`src/rtl/bmb_pkg.sv`:
```
package bmb_pkg;
  typedef enum logic [1:0] {
    ST_IDLE = 2'd0,
    ST_LOW  = 2'd1,
    ST_HIGH = 2'd2
  } bmb_state_e;

  typedef struct packed {
    logic wr;
    logic rise_mode;
    logic wait_en;
  } bmb_mode_t;
endpackage

```
`src/rtl/bmb_tick_gen.sv`:
```
module bmb_tick_gen #(
  parameter int DIV_W = 4
) (
  input  logic             clk,
  input  logic             rst_n,
  input  logic             run_i,
  input  logic [DIV_W-1:0] div_i,
  output logic             tick_o
);
  logic [DIV_W-1:0] cnt_q, cnt_d;

  assign tick_o = run_i && (cnt_q == div_i);

  always_comb begin
    cnt_d = cnt_q;
    if (!run_i)      cnt_d = '0;
    else if (tick_o) cnt_d = '0;
    else             cnt_d = cnt_q + 1'b1;
  end

  always_ff @(posedge clk or negedge rst_n) begin
    if (!rst_n) cnt_q <= '0;
    else        cnt_q <= cnt_d;
  end
endmodule

```
`src/rtl/bmb_phase_timer.sv`:
```
module bmb_phase_timer #(
  parameter int WS_W = 3
) (
  input  logic            clk,
  input  logic            rst_n,
  input  logic            tick_i,
  input  logic            clear_i,
  input  logic            hold_i,
  input  logic [WS_W-1:0] ws_i,
  output logic            ripe_o
);
  logic [WS_W-1:0] ph_q, ph_d;
  logic            at_limit;

  assign at_limit = (ph_q == ws_i);
  assign ripe_o   = tick_i && at_limit && !hold_i;

  always_comb begin
    ph_d = ph_q;
    if (clear_i)                 ph_d = '0;
    else if (tick_i && !at_limit) ph_d = ph_q + 1'b1;
  end

  always_ff @(posedge clk or negedge rst_n) begin
    if (!rst_n) ph_q <= '0;
    else        ph_q <= ph_d;
  end
endmodule

```
`src/rtl/bmb_sequencer.sv`:
```
module bmb_sequencer
  import bmb_pkg::*;
#(
  parameter int CNT_W = 4
) (
  input  logic             clk,
  input  logic             rst_n,
  input  logic             rd_start_i,
  input  logic             wr_start_i,
  input  logic [CNT_W-1:0] count_i,
  input  logic             rise_mode_i,
  input  logic             wait_en_i,
  input  logic             ripe_i,
  input  logic             tx_empty_i,
  input  logic             rx_full_i,
  output logic             accept_o,
  output logic             busy_o,
  output logic             phase_end_o,
  output logic             wait_en_o,
  output logic             strobe_o,
  output logic             write_o,
  output logic             pop_o,
  output logic             push_o,
  output logic             done_o
);
  localparam int BEAT_W = CNT_W + 1;

  bmb_state_e        state_q, state_d;
  bmb_mode_t         mode_q, mode_d;
  logic [CNT_W-1:0]  cnt_q, cnt_d;
  logic [BEAT_W-1:0] beats_q, beats_d;
  logic              done_q, done_d;
  logic              final_low, res_ok;

  assign busy_o    = (state_q != ST_IDLE);
  assign accept_o  = !busy_o && (rd_start_i || wr_start_i);
  assign final_low = (beats_q == ({1'b0, cnt_q} + 1'b1));
  assign res_ok    = mode_q.wr ? !((state_q == ST_LOW) && !final_low && tx_empty_i)
                               : !rx_full_i;
  assign phase_end_o = busy_o && ripe_i && res_ok;
  assign wait_en_o   = mode_q.wait_en;
  assign strobe_o    = (state_q == ST_HIGH);
  assign write_o     = busy_o && mode_q.wr;
  assign pop_o       = mode_q.wr && phase_end_o && (state_q == ST_LOW) && !final_low;
  assign push_o      = !mode_q.wr && phase_end_o &&
                       (mode_q.rise_mode ? ((state_q == ST_LOW) && (beats_q != '0))
                                         : (state_q == ST_HIGH));
  assign done_o      = done_q;

  always_comb begin
    state_d = state_q;
    mode_d  = mode_q;
    cnt_d   = cnt_q;
    beats_d = beats_q;
    done_d  = 1'b0;
    unique case (state_q)
      ST_IDLE: if (accept_o) begin
        state_d        = ST_LOW;
        mode_d.wr      = !rd_start_i;
        mode_d.rise_mode = rise_mode_i;
        mode_d.wait_en = wait_en_i;
        cnt_d          = count_i;
        beats_d        = '0;
      end
      ST_LOW: if (phase_end_o) begin
        if (final_low) begin
          state_d = ST_IDLE;
          done_d  = 1'b1;
        end else begin
          state_d = ST_HIGH;
        end
      end
      ST_HIGH: if (phase_end_o) begin
        state_d = ST_LOW;
        beats_d = beats_q + 1'b1;
      end
      default: state_d = ST_IDLE;
    endcase
  end

  always_ff @(posedge clk or negedge rst_n) begin
    if (!rst_n) begin
      state_q <= ST_IDLE;
      mode_q  <= '0;
      cnt_q   <= '0;
      beats_q <= '0;
      done_q  <= 1'b0;
    end else begin
      state_q <= state_d;
      mode_q  <= mode_d;
      cnt_q   <= cnt_d;
      beats_q <= beats_d;
      done_q  <= done_d;
    end
  end
endmodule

```
`src/rtl/bmb_top.sv`:
```
module bmb_top #(
  parameter int DATA_W = 16,
  parameter int DIV_W  = 4,
  parameter int WS_W   = 3,
  parameter int CNT_W  = 4
) (
  input  logic              clk,
  input  logic              rst_n,
  input  logic [DIV_W-1:0]  div_i,
  input  logic [WS_W-1:0]   ws_i,
  input  logic [CNT_W-1:0]  count_i,
  input  logic              latch_rise_i,
  input  logic              wait_en_i,
  input  logic              rd_start_i,
  input  logic              wr_start_i,
  input  logic              ext_wait_i,
  input  logic              tx_empty_i,
  input  logic [DATA_W-1:0] tx_data_i,
  output logic              tx_pop_o,
  input  logic              rx_full_i,
  output logic              rx_push_o,
  output logic [DATA_W-1:0] rx_data_o,
  input  logic [DATA_W-1:0] bus_data_i,
  output logic [DATA_W-1:0] bus_data_o,
  output logic              bus_strobe_o,
  output logic              bus_write_o,
  output logic              done_o
);
  logic [DIV_W-1:0]  div_q;
  logic [WS_W-1:0]   ws_q;
  logic [DATA_W-1:0] dout_q;
  logic accept, busy, phase_end, wait_en_q, tick, ripe;

  always_ff @(posedge clk or negedge rst_n) begin
    if (!rst_n) begin
      div_q  <= '0;
      ws_q   <= '0;
      dout_q <= '0;
    end else begin
      if (accept) begin
        div_q <= div_i;
        ws_q  <= ws_i;
      end
      if (tx_pop_o) dout_q <= tx_data_i;
    end
  end

  bmb_tick_gen #(.DIV_W(DIV_W)) u_tick (
    .clk(clk), .rst_n(rst_n), .run_i(busy), .div_i(div_q), .tick_o(tick)
  );

  bmb_phase_timer #(.WS_W(WS_W)) u_timer (
    .clk(clk), .rst_n(rst_n), .tick_i(tick), .clear_i(phase_end || !busy),
    .hold_i(wait_en_q && ext_wait_i), .ws_i(ws_q), .ripe_o(ripe)
  );

  bmb_sequencer #(.CNT_W(CNT_W)) u_seq (
    .clk(clk), .rst_n(rst_n), .rd_start_i(rd_start_i), .wr_start_i(wr_start_i),
    .count_i(count_i), .rise_mode_i(latch_rise_i), .wait_en_i(wait_en_i),
    .ripe_i(ripe), .tx_empty_i(tx_empty_i), .rx_full_i(rx_full_i),
    .accept_o(accept), .busy_o(busy), .phase_end_o(phase_end),
    .wait_en_o(wait_en_q), .strobe_o(bus_strobe_o), .write_o(bus_write_o),
    .pop_o(tx_pop_o), .push_o(rx_push_o), .done_o(done_o)
  );

  assign rx_data_o  = bus_data_i;
  assign bus_data_o = dout_q;
endmodule

```
`config.mk`:
```
export PLATFORM = sky130hd
export DESIGN_NAME = bmb_top
export DESIGN_NICKNAME = d
export VERILOG_FILES = /design/src/rtl/bmb_pkg.sv /design/src/rtl/bmb_tick_gen.sv /design/src/rtl/bmb_phase_timer.sv /design/src/rtl/bmb_sequencer.sv /design/src/rtl/bmb_top.sv
export SDC_FILE = /design/constraint.sdc
export NUM_CORES = 1
export LEC_CHECK = 0
export ABC_CLOCK_PERIOD_IN_PS = 2700
export CORE_ASPECT_RATIO = 1.25
export CORE_MARGIN = 3
export CORE_UTILIZATION = 44
export DETAILED_ROUTE_END_ITERATION = 10
export GPL_TIMING_DRIVEN = 0
export PLACE_DENSITY_LB_ADDON = 0.08
export SKIP_CTS_REPAIR_TIMING = 1
export SLEW_MARGIN = 30
export SYNTH_ARGS = -nofsm -noshare
export SYNTH_HDL_FRONTEND = slang
export SYNTH_SLANG_ARGS = --single-unit
```
`constraint.sdc`:
```
create_clock -name clk -period 2.7 [get_ports clk]
set_input_delay 0.405 -clock clk [delete_from_list [all_inputs] [get_ports clk]]
set_output_delay 0.405 -clock clk [all_outputs]
set_load 0.03 [all_outputs]
```
* Word level (Yosys, flattened, before mapping)
Cells that the tools add are included.
** Word-level totals
- Flip-flop bits (word level) :: 45
- Bits in latches :: 0
- Bits in writable memories :: 0
- ROM bits :: 0
- Input bits :: 52
- Output and inout bits :: 37
- Logic and storage cells :: 76
- Memories kept :: 0
** Operators by class
- $add $sub $neg :: 4
- Multipliers :: 0
- Divide/modulo/power cells :: 0
- Order comparisons :: 0
- Eq/ne operators :: 8
- Shifts and indexed selects :: 0
- Mux-type cells :: 17
- Bitwise operators :: 0
- Reduce and logical (&&, ||, !) cells :: 35
** Operator list (number)
- $logic_and A1 B1 Y1 :: 17
- $mux W5 :: 2
- $pmux W5 S2 :: 1
- $logic_not A1 Y1 :: 8
- $mux W2 :: 4
- $mux W4 :: 2
- $mux W3 :: 2
- $pmux W2 S3 :: 1
- $reduce_and A3 Y1 :: 2
- $reduce_bool A2 Y1 :: 3
- $add A4 B1 Y5 const B :: 1
- $add A5 B1 Y5 const B :: 1
- $eq A5 B5 Y1 :: 1
- $mux W1 :: 5
- $reduce_bool A5 Y1 :: 1
- $add A4 B1 Y4 const B :: 1
- $eq A4 B4 Y1 :: 1
- $ne A2 B2 Y1 const B :: 2
- $add A3 B1 Y3 const B :: 1
- $eq A3 B3 Y1 :: 1
- $eq A2 B1 Y1 const B :: 1
- $eq A2 B2 Y1 const B :: 1
- $logic_not A2 Y1 :: 1
- $logic_or A1 B1 Y1 :: 2
- 2 further kinds :: 2

* Depth between registers and ports, before layout
- Word-level depth :: 11
- Depth in mapped cells :: 7
- Mapped depth without buffers :: 6

* By module
Synthesis repeated with hierarchy kept, for this count alone.
** Second synthesis, totals
- Cells, all modules :: 202
- Area total of the unflattened synthesis :: 2388.5 µm²
** By module, submodules not included
- bmb_top :: instances 1, cells an instance 67, area an instance 1041.0 µm², sequential area each 575.6 µm²
- bmb_sequencer :: instances 1, cells an instance 84, area an instance 859.6 µm², sequential area each 375.4 µm²
- bmb_phase_timer :: instances 1, cells an instance 28, area an instance 255.2 µm², sequential area each 75.1 µm²
- bmb_tick_gen :: instances 1, cells an instance 23, area an instance 232.7 µm², sequential area each 100.1 µm²

* Worst setup path before layout
No wires, ideal clock.
- Path type :: register -> output
- Start point :: reg u_timer.ph_q[0]
- End point :: out rx_push_o
- Data arrival time :: 2.019 ns
- Data required time :: 2.295 ns
- Path slack :: 0.276 ns
- Stages on the path, launching flop included :: 5
- Path buffers :: 0
- Path through :: dfrtp_1 xnor2_1 nand3_1 a221o_1 nor4_1
** Between the ends
- Cells in the longest elaborated chain, start to end :: 7
** RTL lines
- start, declared :: RTL line bmb_phase_timer.sv:12 : logic [WS_W-1:0] ph_q, ph_d;
- start signal, assigned :: RTL line bmb_phase_timer.sv:26 : else ph_q <= ph_d;
- $eq A3 B3 Y1 :: RTL line bmb_phase_timer.sv:15 : assign at_limit = (ph_q == ws_i);
- $logic_and A1 B1 Y1 (2 in a row) :: RTL line bmb_phase_timer.sv:16 : assign ripe_o = tick_i && at_limit && !hold_i;
- $logic_and A1 B1 Y1 (2 in a row) :: RTL line bmb_sequencer.sv:40 : assign phase_end_o = busy_o && ripe_i && res_ok;
- $logic_and A1 B1 Y1 (2 in a row) :: RTL line bmb_sequencer.sv:45 : assign push_o = !mode_q.wr && phase_end_o &&
- end, declared :: RTL line bmb_top.sv:21 : output logic rx_push_o,
Every way passes these cells.

* Worst setup path in the final report
- Start point :: reg u_timer.ph_q[2]
- End point :: out rx_push_o
The elaborated chain is that of the path after synthesis.

==> results by group <==
Drt
  • Remaining DRCs: 0
  • Number of DRC markers in iteration 0: 97
  • Vias: 1684
  • Antenna-violating nets left: 0
  • Drt via density: 5.17
  • Avg WL per Cell: 15.0 um
  • Post-Route WL: 4880 um
  • Drt pass-1 iters: 4

Synth
  • Leading post-synthesis cells by cell area: dfrtp_1, mux2_2, mux2_4, buf_4, xor2_1
  • Mean Syn Cell Area: 12.4 um2
  • YS warnings: 0
  • Distinct cell type count after synthesis: 38
  • #FFs+latches synth: 45
  • Asr flop ratio synth: 100%
  • Post-synth EDFFs: 0
  • Syn Std Cell Area: 0.00231 mm2
  • Post-synth top area share: 48.7%
  • Seq/Total Area, Yosys: 48.7%
  • Cells after Synth: 186
  • Synth Flop Type: dfrtp_1
  • Top cell type by total area after synthesis: dfrtp_1
  • Synth Net Count: 243

Global route
  • Tot GR Track Use: 16.2%
  • Largest net degree at the start of global routing: 46
  • Initial antenna violation count: 0
  • First-pass GRT wire length: 7950 um
  • Vias in the first global route: 1685
  • GRT overflow: 0

Run status
  • Run status: finished, final reports clean

Cells and area
  • Register Area: 0.00113 mm2
  • Filler Cell Count: 393
  • Area Growth Syn to Fin: 40.0%
  • Nets@finish: 322
  • Layout cell share with drive strength beyond 1: 23.3%
  • Final core utilization: 66.0%
  • Area of the multi-input gates: 0.00103 mm2
  • # diodes: 0

Clock tree
  • CTS tree: built
  • Clock root buffer: clkbuf_8
  • Clk pin slew, worst setup/hold paths: 80 ps
  • Worst-Skew Late Latency: 300 ps
  • Clock Sinks: 45
  • Total CTS buffers: 5
  • CTS Buffer Depth: 2
  • H-tree levels: 2

Setup path
  • Critical path class: reg -> out
  • CP Launch Type: flip-flop
  • Worst Path Max Fanout: 5
  • Critical Path End Type: output port
  • Arrival @ worst endpoint: 2140 ps
  • Req. time, crit path: 2300 ps
  • Register-to-Register Setup Slack: 550 ps

Timing
  • Worst Tran Pin Value: 558 ps
  • Hold Fails Final Rpt: 0
  • Final Skew: 8.87 ps
  • Max-slew headroom: 62.8%
  • Fin crit share: 94.3%
  • Achievable Freq: 0.393 GHz
  • RSZ-0062 raised after global routing: false
  • Shortest period the worst path allows: 2550 ps
  • Final setup margin: 154 ps
  • Slew Limit Fails: 0
  • Final setup violation count: 0

Floorplan
  • Die Y: 87.1 um
  • Initial cell density of the core: 47.2%
  • CORE AREA: 0.00490 mm2
  • Row cnt: 28
  • Die area: 0.00617 mm2
  • Die width: 70.9 um
  • I/O pin count: 89

Hold path
  • Hold Crit Class: in -> async

Run
  • Maxcap violations: 0

Power and ir drop
  • Total power: 3200 uW
  • Peak supply drop: 0.000553 V
  • Power density cells: 988 mW/mm2
  • Leak pwr: 0.00149 uW

Placed design
  • Pre-CTS WS: -80.8 ps
  • PortBufs: 72
  • Hpwl dp: 3790 um
  • Routability Congestion: 0.841
## cells by family after synthesis
logic type	share of synthesized area (%)
buffers and inverters	6.92
AOI/OAI and AO/OA	7.57
muxes	16.6
adders and majority gates	2.70
xor gates and xnor gates	6.81
and+or+nand+nor	10.7
DFF	48.7
## area by class of cell
class,count,share of cell area (%)
Clock inverter,3,2.01
Inverter,5,0.579
Multi-Input combinational cell,117,31.7
Buffer,19,4.36
Timing Repair Buffer,72,22.1
Sequential cell,45,34.8
Clock buffer,5,2.12
Tap cell,60,2.32
## critical path, stage by stage (launching register included)
cell and delay, ps:
dfrtp_1 410, xnor2_1 170, nand3_1 230, a221o_1 400
nor4_1 300, dlymetal6s2s_1 350
## cells in the final DEF, fill, tap and decap left out, types with 5 or more instances in the layout
cell              n
clkdlybuf4s50_1  69
dfrtp_1          45
mux2_2           19
buf_4            17
nor2_1           14
xor2_1           10
mux2_4           10
xnor2_1           8
nand3_1           8
inv_1             5
ha_1              5
clkbuf_8          5
## stage by stage
stage | instance area, um2 | hold WS, ps | TNS (ps) | instances
after floorplan | 2310 | 109 | 0 | 186
after global placement | 3110 | 486 | -1900 | 318
after detailed placement | 3110 | 441 | -147 | 318
after CTS | 3240 | 113 | -456 | 326
after global routing | 3240 | 137 | 0 | 326
final | 3240 | 87.1 | 0 | 326
## layer usage
metal	share of wire, %	track usage (%)	vias up
li1	-	-	805
met1	42	20.3	817
met2	52	28.8	57
met3	5.6	2.89	5
met4	1.0	4.10	0
met5	0	0	-
## synthesized netlist by cell type, types with 2 or more instances
cell        n
a21oi_1     3
a31oi_1     3
and2_1      2
buf_2       2
buf_4      16
dfrtp_1    45
ha_1        5
inv_1       5
mux2_2     19
mux2_4     10
mux2i_1     2
nand2_1     2
nand2b_1    2
nand3_1     8
nand4_1     4
nor2_1     14
nor3_1      3
nor4_1      3
o21ai_0     2
o2bb2ai_1   2
xnor2_1     8
xor2_1     10
## final timing paths
check	start	endpoint	cells past startpoint
min in group clk	bus_data_o[9]	bus_data_o[9]	1
hold / removal	rst_n	u_seq.beats_q[2]	1
setup reg to reg	u_seq.cnt_q[0]	bus_data_o[15]	7
hold reg to reg	bus_data_o[9]	bus_data_o[9]	1
setup / recovery	u_timer.ph_q[2]	rx_push_o	5
max in group asynchronous	rst_n	bus_data_o[14]	1
## state kept, by name, summed over array words and instances, names as in the netlist
signal,cells
u_tick.cnt_q,4
ws_q,3
u_timer.ph_q,3
u_seq.mode_q,2
bus_data_o,16
u_seq.wait_en_o,1
u_seq.done_o,1
div_q,4
u_seq.beats_q,5
u_seq.state_q,2
u_seq.cnt_q,4
## power breakdown
| group | switching (uW) | internal [uW] | leakage (uW) |
|---|---|---|---|
| logic | 772 | 704 | 0.000838 |
| registers | 203 | 931 | 0.000583 |
| clock network | 223 | 367 | 0.0000681 |
| total | 1200 | 2000 | 0.00149 |
Power figures use the tool's default switching activity.
